### src/rtl/bcd_cnt_pkg.sv
package bcd_cnt_pkg;
    localparam int DIGIT_W   = 4;
    localparam int DIGIT_TOP = 9;

    typedef logic [DIGIT_W-1:0] bcd_t;

    function automatic bcd_t bcd_step(input bcd_t v);
        return (v == bcd_t'(DIGIT_TOP)) ? bcd_t'(0) : v + bcd_t'(1);
    endfunction
endpackage

### src/rtl/bcd_fall_detect.sv
module bcd_fall_detect #(
    parameter int STAGES = 2
) (
    input  logic clk,
    input  logic rst_n,
    input  logic line_i,
    output logic fall_o
);
    typedef struct packed {
        logic [STAGES-1:0] sync;
        logic              prev;
    } sync_st_t;

    sync_st_t st_d, st_q;

    always_comb begin
        st_d      = st_q;
        st_d.sync = {st_q.sync[STAGES-2:0], line_i};
        st_d.prev = st_q.sync[STAGES-1];
    end

    always_ff @(posedge clk or negedge rst_n) begin
        if (!rst_n) st_q <= '0;
        else        st_q <= st_d;
    end

    assign fall_o = st_q.prev & ~st_q.sync[STAGES-1];

    AST_SINGLE_FALL: assert property (@(posedge clk) disable iff (!rst_n)
        fall_o |=> !fall_o);
endmodule

### src/rtl/bcd_decade.sv
module bcd_decade
    import bcd_cnt_pkg::*;
(
    input  logic clk,
    input  logic rst_n,
    input  logic clr_i,
    input  logic inc_i,
    output bcd_t digit_o,
    output logic at_top_o
);
    typedef struct packed {
        bcd_t digit;
    } dec_st_t;

    dec_st_t st_d, st_q;

    always_comb begin
        st_d = st_q;
        if (clr_i)      st_d.digit = '0;
        else if (inc_i) st_d.digit = bcd_step(st_q.digit);
    end

    always_ff @(posedge clk or negedge rst_n) begin
        if (!rst_n) st_q <= '0;
        else        st_q <= st_d;
    end

    assign digit_o  = st_q.digit;
    assign at_top_o = (st_q.digit == bcd_t'(DIGIT_TOP));

    AST_DIGIT_RANGE: assert property (@(posedge clk) disable iff (!rst_n)
        digit_o <= bcd_t'(DIGIT_TOP));
    AST_DIGIT_WRAP: assert property (@(posedge clk) disable iff (!rst_n)
        (at_top_o && inc_i && !clr_i) |=> digit_o == '0);
    AST_DIGIT_CLEAR: assert property (@(posedge clk) disable iff (!rst_n)
        clr_i |=> digit_o == '0);
    AST_DIGIT_IDLE: assert property (@(posedge clk) disable iff (!rst_n)
        (!inc_i && !clr_i) |=> $stable(digit_o));
endmodule

### src/rtl/bcd_hold_reg.sv
module bcd_hold_reg #(
    parameter int W = 12
) (
    input  logic         clk,
    input  logic         rst_n,
    input  logic         cap_i,
    input  logic [W-1:0] src_i,
    output logic [W-1:0] held_o
);
    typedef struct packed {
        logic [W-1:0] val;
    } hold_st_t;

    hold_st_t st_d, st_q;

    always_comb begin
        st_d = st_q;
        if (!cap_i) st_d.val = src_i;
    end

    always_ff @(posedge clk or negedge rst_n) begin
        if (!rst_n) st_q <= '0;
        else        st_q <= st_d;
    end

    assign held_o = st_q.val;

    AST_HOLD_FROZEN: assert property (@(posedge clk) disable iff (!rst_n)
        cap_i |=> $stable(held_o));
    AST_HOLD_TRACK: assert property (@(posedge clk) disable iff (!rst_n)
        !cap_i |=> held_o == $past(src_i));
endmodule

### src/rtl/bcd_tri_counter.sv
module bcd_tri_counter
    import bcd_cnt_pkg::*;
#(
    parameter int NUM_DIGITS  = 3,
    parameter int SYNC_STAGES = 2
) (
    input  logic                          clk,
    input  logic                          rst_n,
    input  logic                          cnt_i,
    input  logic                          hold_i,
    input  logic                          clr_i,
    input  logic                          cap_i,
    output logic [NUM_DIGITS*DIGIT_W-1:0] digits_o,
    output logic                          carry_o
);
    localparam int VAL_W = NUM_DIGITS * DIGIT_W;

    typedef struct packed {
        logic carry;
    } top_st_t;

    top_st_t st_d, st_q;

    logic                  fall;
    logic [NUM_DIGITS:0]   inc;
    logic [NUM_DIGITS-1:0] at_top;
    logic [VAL_W-1:0]      live;

    bcd_fall_detect #(.STAGES(SYNC_STAGES)) u_edge (
        .clk    (clk),
        .rst_n  (rst_n),
        .line_i (cnt_i),
        .fall_o (fall)
    );

    assign inc[0] = fall & ~hold_i & ~clr_i;

    for (genvar g = 0; g < NUM_DIGITS; g++) begin : g_dec
        bcd_decade u_dec (
            .clk      (clk),
            .rst_n    (rst_n),
            .clr_i    (clr_i),
            .inc_i    (inc[g]),
            .digit_o  (live[g*DIGIT_W +: DIGIT_W]),
            .at_top_o (at_top[g])
        );
        assign inc[g+1] = inc[g] & at_top[g];
    end

    always_comb begin
        st_d       = st_q;
        st_d.carry = inc[NUM_DIGITS] & ~clr_i;
    end

    always_ff @(posedge clk or negedge rst_n) begin
        if (!rst_n) st_q <= '0;
        else        st_q <= st_d;
    end

    assign carry_o = st_q.carry;

    bcd_hold_reg #(.W(VAL_W)) u_hold (
        .clk    (clk),
        .rst_n  (rst_n),
        .cap_i  (cap_i),
        .src_i  (live),
        .held_o (digits_o)
    );

    AST_PAUSED: assert property (@(posedge clk) disable iff (!rst_n)
        (hold_i && !clr_i) |=> $stable(live));
    AST_CLEARED: assert property (@(posedge clk) disable iff (!rst_n)
        clr_i |=> (live == '0 && !carry_o));
    AST_CARRY_AT_ZERO: assert property (@(posedge clk) disable iff (!rst_n)
        carry_o |-> live == '0);
    AST_CARRY_PULSE: assert property (@(posedge clk) disable iff (!rst_n)
        carry_o |=> !carry_o);
    AST_CAP_THROUGH_CLR: assert property (@(posedge clk) disable iff (!rst_n)
        (cap_i && clr_i) |=> $stable(digits_o));
endmodule

### config.mk
export PLATFORM = sky130hd
export DESIGN_NAME = bcd_tri_counter
export DESIGN_NICKNAME = d
export VERILOG_FILES = /design/src/rtl/bcd_cnt_pkg.sv /design/src/rtl/bcd_fall_detect.sv /design/src/rtl/bcd_decade.sv /design/src/rtl/bcd_hold_reg.sv /design/src/rtl/bcd_tri_counter.sv
export SDC_FILE = /design/constraint.sdc
export NUM_CORES = 1
export LEC_CHECK = 0
export ABC_AREA = 1
export BUFFER_PORTS_ARGS = -buffer_cell sky130_fd_sc_hd__clkbuf_2
export CORE_MARGIN = 3
export CORE_UTILIZATION = 50
export CTS_CLUSTER_DIAMETER = 60
export CTS_CLUSTER_SIZE = 16
export DETAILED_ROUTE_END_ITERATION = 10
export PLACE_DENSITY_LB_ADDON = 0.08
export SETUP_SLACK_MARGIN = 0.02
export SLEW_MARGIN = 20
export SYNTH_ARGS = -nofsm -noshare
export SYNTH_HDL_FRONTEND = slang
export SYNTH_SLANG_ARGS = --single-unit
### constraint.sdc
create_clock -name clk -period 2.2 [get_ports clk]
set_input_delay 0.11 -clock clk [delete_from_list [all_inputs] [get_ports clk]]
set_output_delay 0.11 -clock clk [all_outputs]
set_load 0.05 [all_outputs]
==> results of run 1 <==
[cell families after synthesis]
kind of cell | count (synthesis) | synth area share
AO/OA/AOI/OAI | 15 | 0.0604
XOR/XNOR | 4 | 0.0273
adder cells (fa/ha/maj) | 4 | 0.0390
buffers and inverters | 15 | 0.0507
flip-flops | 28 | 0.546
multiplexers | 4 | 0.0351
AND/OR/NAND/NOR | 61 | 0.242
[power groups by stage]
stage                     logic [mW]  registers [mW]  clock network (mW)
final                         0.0463           0.523               0.198
after global routing          0.0519           0.524               0.234
after CTS                     0.0471           0.524               0.212
after detailed placement      0.0443           0.533                   0
after global placement        0.0436           0.533                   0
after floorplan               0.0210           0.538                   0
[path summary, 6_finish.rpt]
kind                                           start                   endpoint  slack, ns  cells after the start
setup reg to reg           g_dec[0].u_dec.digit_o[1]  g_dec[2].u_dec.digit_o[1]       0.86                      7
max in group asynchronous                      rst_n  g_dec[1].u_dec.digit_o[0]       1.43                      2
hold / removal                                 clr_i  g_dec[0].u_dec.digit_o[0]       0.09                      4
hold reg to reg                       u_edge.st_d[2]             u_edge.st_d[0]       0.38                      0
setup / recovery           g_dec[0].u_dec.digit_o[1]  g_dec[2].u_dec.digit_o[1]       0.86                      7
min in group asynchronous                      rst_n           u_hold.held_o[2]       0.34                      2
[registers in the layout (all words and copies together) (netlist names)]
register,flops
carry_o,1
g_dec.u_dec.digit_o,12
u_edge.st_d,2
u_edge.st_q,1
u_hold.held_o,12
[stage by stage]
step | hold WS [ns] | total power [mW] | worst slack [ns] | util | area [sq um]
after global routing | 0.0701 | 0.810 | 0.781 | 0.617 | 1430
final | 0.0919 | 0.768 | 0.856 | 0.617 | 1430
after floorplan | -0.186 | 0.559 | 1.01 | - | 1280
after CTS | 0.0700 | 0.783 | 0.858 | 0.617 | 1430
after detailed placement | 0.173 | 0.577 | 0.898 | 0.599 | 1390
after global placement | 0.170 | 0.577 | 0.929 | 0.599 | 1390
[layout make-up]
type	instances	area (sq um)
flip-flops and latches	28	701
clock buffers	3	22.5
fillers	205	887
inverters	12	45.0
well taps	28	35.0
repair buffers	20	110
multi-input cells	88	518
[layout by cell type, fill, tap and decap left out]
| cell type | Yosys | final |
|---|---|---|
| clkbuf_2 | 0 | 18 |
| clkbuf_4 | 0 | 3 |
| dfrtp_1 | 28 | 28 |
| dlygate4sd3_1 | 0 | 2 |
| ha_1 | 4 | 4 |
| inv_1 | 10 | 10 |
| inv_2 | 2 | 2 |
| mux2_2 | 4 | 4 |
| nand2_1 | 31 | 31 |
| nand2_2 | 1 | 1 |
| nand3_1 | 13 | 13 |
| nand3_4 | 1 | 1 |
| nand3b_1 | 2 | 2 |
| nand4_1 | 1 | 1 |
| nand4_2 | 1 | 1 |
| nor2_1 | 7 | 7 |
| nor2_4 | 4 | 4 |
| o21ai_0 | 9 | 9 |
| o21ai_1 | 4 | 4 |
| o22ai_1 | 2 | 2 |
| xnor2_1 | 1 | 1 |
| xor2_1 | 3 | 3 |
[metal layers]
metal / share of wire / vias up / track usage
met2: 0.46 / 20 / 0.226
met4: 0 / 0 / 0.0407
met1: 0.50 / 416 / 0.199
met3: 0.047 / 0 / 0.0299
li1: - / 467 / -
met5: 0 / - / 0
[worst register-to-register path: stages (launching register included)]
cell and delay (ns):
dfrtp_1 0.42, inv_1 0.09, ha_1 0.16, nand2_2 0.07, nor2_4 0.15, nand4_2 0.19, nand3_1 0.12, nand2_1 0.06
[synth_stat cells]
master / number / area (sq um)
xnor2_1: 1 / 8.76
buf_6: 1 / 11.3
xor2_1: 3 / 26.3
nand4_1: 1 / 6.26
nand4_2: 1 / 12.5
nand2_2: 1 / 6.26
o22ai_1: 2 / 12.5
o21ai_0: 9 / 45.0
nand2_1: 31 / 116
dfrtp_1: 28 / 701
nor2_1: 7 / 26.3
nand3_1: 13 / 65.1
mux2_2: 4 / 45.0
nand3b_1: 2 / 15.0
inv_2: 2 / 7.51
clkbuf_1: 1 / 3.75
inv_1: 10 / 37.5
ha_1: 4 / 50.1
buf_2: 1 / 5.00
o21ai_1: 4 / 20.0
nor2_4: 4 / 45.0
nand3_4: 1 / 17.5
==> metrics.md, run 1 <==
| Metric | Value |
|---|---|
| Worst path slowest cell | `dfrtp_1` |
| CP Buf/Inv Count | `1` |
| Detail-routed net length per standard cell | `11.7 microns` |
| Total Wirelength | `2100 microns` |
| Max cap viols | `0` |
| Max FO, Critical Path | `5` |
| RSZ-0062 raised after global routing | `no` |
| Clock Tree Buf Depth | `2` |
| Crit path capture type | `flip-flop` |
| CTS Sinks | `28` |
| Synth Instances | `131` |
| Required time of the critical path | `2.42 ns` |
| Tot GR Track Use | `0.143` |
| Cell Rows | `17` |
| CTS tree | `yes` |
| DRT iter0 DRCs | `17` |
| Synth warn | `0` |
| Total gr overflow | `0` |
| Final setup fails | `0` |
| Setup total negative slack | `0 ns` |
| Combinational Power Share | `0.060` |
| Root Buffer | `clkbuf_4` |
| Syn Area/Cell | `9.80 sq um` |
| Starting Density | `0.554` |
| Clk pwr share | `0.258` |
| Switch share | `0.224` |
| Final hold vios | `0` |
| Library cells used by synthesis | `22` |
| Post-DRT Antenna Nets | `0` |
| First-pass detailed-route iteration total | `5` |
| Worst Path Class, Setup | `flip-flop to flip-flop` |
| Max stage delay on crit path | `0.42 ns` |
| Internal Power | `0.596 mW` |
| Post-synthesis sequential area ratio | `0.546` |
| Largest net degree at the start of global routing | `29` |
| Worst EP arrival | `1.56 ns` |
| Total CTS buffers | `3` |
| CTS hold repair buffers | `2` |
| Die extent in x | `56.7 microns` |
| Synth Net Count | `141` |
| Startpoint type of the worst setup path | `flip-flop` |
| Clock transition at path regs | `0.13 ns` |
| Initial antenna violation count | `0` |
| Vias in the first global route | `867` |
| Slew HR | `0.560` |
| Nets | `163` |
| Vias post-DR | `903` |
| Area of the core | `2320 sq um` |
| DRC errors left | `0` |
| CP cell instances | `inv_1, ha_1, nand2_2, nor2_4, nand4_2, nand3_1, nand2_1` |
| Pleak | `0.729 nW` |
| Max Transition Viols Final | `0` |
| Part of the cycle the worst path needs | `0.611` |
| RD Place Congestion | `0.805` |
| Dpl hpwl | `1560 microns` |
| Actual slew at the worst max-slew pin | `0.660 ns` |
| ANT cells | `0` |
| Number of port buffers | `18` |
| IO Count | `19` |
| Worst-Skew Late Latency | `0.31 ns` |
| Status | `complete, no violations` |
| Die area | `3210 sq um` |
| First-pass GRT wire length | `3660 microns` |
| H-tree Lvls | `1` |
| CTS resizes | `0` |
| Layout cells sized above 1 | `0.225` |
| Dpl cells | `174` |
| Hold Path Class | `primary input to flip-flop` |
| Final Critical Period | `1.34 ns` |
| Max Clock Freq | `744 MHz` |
| Setup Skew | `0.00167 ns` |
| Area Growth Syn to Fin | `11.5%` |
| Sw power | `0.172 mW` |
| VDD IR max | `0.000439 V` |
| Non-filler cells, final | `179` |
| Post-CTS Setup Bufs | `0` |
| Pwr Density | `537 nW/um^2` |
| Fraction of power consumed by sequential logic | `0.681` |
| Yosys reg bits | `28` |
| Mapped Area | `1280 sq um` |
| Crit path max-delay family | `simple AND/OR/NAND/NOR gates` |
| Drt via density | `5.04` |
| Die H | `56.7 microns` |
Power figures use the tool's default switching activity.
==> run 2: changes to the inputs <==
==> constraint.sdc (replaced) <==
create_clock -name clk -period 1.4 [get_ports clk]
set_input_delay 0.07 -clock clk [delete_from_list [all_inputs] [get_ports clk]]
set_output_delay 0.07 -clock clk [all_outputs]
set_load 0.05 [all_outputs]
==> metrics.md, run 2 (synthesis results as in run 1) <==
| Metric | Value |
|---|---|
| Status | `complete, no violations` |
| Tot GR Track Use | `0.145` |
| Worst Path Class, Setup | `flip-flop to flip-flop` |
| Initial antenna violation count | `0` |
| ANT cells | `0` |
| Final setup fails | `0` |
| Clock Tree Buf Depth | `2` |
| Max FO, Critical Path | `6` |
| Vias in the first global route | `864` |
| Number of port buffers | `18` |
| Worst path slowest cell | `dfrtp_1` |
| Total Wirelength | `2280 microns` |
| Pleak | `0.753 nW` |
| First-pass detailed-route iteration total | `4` |
| Cell Rows | `17` |
| Startpoint type of the worst setup path | `flip-flop` |
| Actual slew at the worst max-slew pin | `0.692 ns` |
| Part of the cycle the worst path needs | `0.950` |
| Post-DRT Antenna Nets | `0` |
| RSZ-0062 raised after global routing | `yes` |
| Worst path depth | `8` |
| Detailed route wirelength on metal3 | `124 microns` |
| Root Buffer | `clkbuf_4` |
| Drt via density | `5.26` |
| Die extent in x | `56.7 microns` |
| Combinational Power Share | `0.064` |
| Max cap viols | `0` |
| Most frequent cells in the layout | `nand2_1 (31), dfrtp_1 (28), clkbuf_2 (18)` |
| Max Transition Viols Final | `0` |
| Internal Power | `0.940 mW` |
| Worst R2R Start | `g_dec[0].u_dec.digit_o[1]` |
| First-pass GRT wire length | `3700 microns` |
| Commonest non-fill, non-tap cell in the layout | `nand2_1` |
| Pwr Density | `824 nW/um^2` |
| CP cell instances | `inv_2, ha_4, nand2_2, nor2_4, nand3_4, nor2_4, nand2_1, nand2_1` |
| H-tree Lvls | `1` |
| Sw power | `0.281 mW` |
| CTS Sinks | `28` |
| Hold Crit Depth | `4` |
| Area of the core | `2320 sq um` |
| Max Clock Freq | `752 MHz` |
| Final hold vios | `0` |
| Dpl cells | `174` |
| Area post-placement | `1390 sq um` |
| Clk pwr share | `0.261` |
| Fin util | `0.638` |
| Total CTS buffers | `3` |
| IO Count | `19` |
| Internal reg-to-reg setup slack | `0.07 ns` |
| Crit path capture type | `flip-flop` |
| Dpl hpwl | `1580 microns` |
| Uppermost layer routed | `met4` |
| DRC errors left | `0` |
| Worst R2R Path Depth | `8` |
| VDD IR max | `0.000694 V` |
| Setup Skew | `0.00280 ns` |
| Die area | `3210 sq um` |
| Switch share | `0.230` |
| Worst EP arrival | `1.60 ns` |
| Total gr overflow | `0` |
| Met1 Routed Length | `1070 microns` |
| Hold Path Class | `primary input to flip-flop` |
| Fraction of power consumed by sequential logic | `0.675` |
| Final instance area | `1480 sq um` |
| Layout cells sized above 1 | `0.260` |
| Worst-Skew Late Latency | `0.32 ns` |
| Area Growth Syn to Fin | `15.3%` |
| Nets | `166` |
| Detail-routed net length per standard cell | `12.5 microns` |
| DRT iter0 DRCs | `31` |
| Crit path max-delay family | `simple AND/OR/NAND/NOR gates` |
| Clock transition at path regs | `0.14 ns` |
| Starting Density | `0.554` |
| Required time of the critical path | `1.67 ns` |
| CP Buf/Inv Count | `1` |
| Largest net degree at the start of global routing | `29` |
| Filler instances | `193` |
| DR WL met2 | `1070 microns` |
| Max stage delay on crit path | `0.43 ns` |
| Final Critical Period | `1.33 ns` |
| Min-delay src | `clr_i` |
| RD Place Congestion | `0.805` |
| Slew HR | `0.539` |
| Vias post-DR | `957` |
| Die H | `56.7 microns` |
| CP startpoint | `g_dec[0].u_dec.digit_o[1]` |
| Non-filler cells, final | `182` |
| CTS tree | `yes` |
run 2: area by class of cell:
type,count,area [sq um],share of cell area
flip-flops and latches,28,701,0.473
clock buffers,3,22.5,0.0152
well taps,28,35.0,0.0237
inverters,12,45.0,0.0304
repair buffers,23,133,0.0896
multi-input cells,88,544,0.368
run 2: layer usage:
metal | up-vias | GRT usage
li1 | 477 | -
met2 | 32 | 0.229
met5 | - | 0
met4 | 0 | 0.0407
met1 | 446 | 0.200
met3 | 2 | 0.0299
run 2: path summary, 6_finish.rpt:
| kind | end |
|---|---|
| max | g_dec[2].u_dec.digit_o[3] |
| min | g_dec[0].u_dec.digit_o[0] |
| max reg2reg | g_dec[2].u_dec.digit_o[3] |
| min reg2reg | u_edge.st_d[0] |
| max in group asynchronous | g_dec[1].u_dec.digit_o[1] |
| min in group asynchronous | g_dec[0].u_dec.digit_o[2] |
run 2: metrics by stage:
step	setup slack [ns]	setup TNS [ns]	hold slack, ns	total power, mW
after floorplan	0.209	0	-0.226	0.879
after global placement	0.129	0	0.130	0.906
after global routing	-0.0194	-0.0479	0.0489	1.29
after CTS	0.0646	0	0.0302	1.23
after detailed placement	0.101	0	0.134	0.908
final	0.0703	0	0.0525	1.22
run 2: worst min-delay path: stages:
cell and delay (ns):
clkbuf_2 0.09, nor2_1 0.07, nand2_1 0.06, o21ai_1 0.05
run 2: power by group through the flow:
stage	registers, mW	clock network (mW)	logic [mW]
after floorplan	0.845	0	0.0331
after global placement	0.837	0	0.0686
after detailed placement	0.838	0	0.0700
after CTS	0.823	0.334	0.0743
after global routing	0.825	0.374	0.0875
final	0.823	0.319	0.0779
run 2: what timing repair did:
| action | 4_1_cts | 5_1_grt |
|---|---|---|
| setup buffers | 0 | 3 |
| setup endpoints to repair | 0 | 6 |
| hold buffers | 2 | 0 |
| gates resized for setup | 0 | 5 |
| hold endpoints to repair | 29 | 0 |
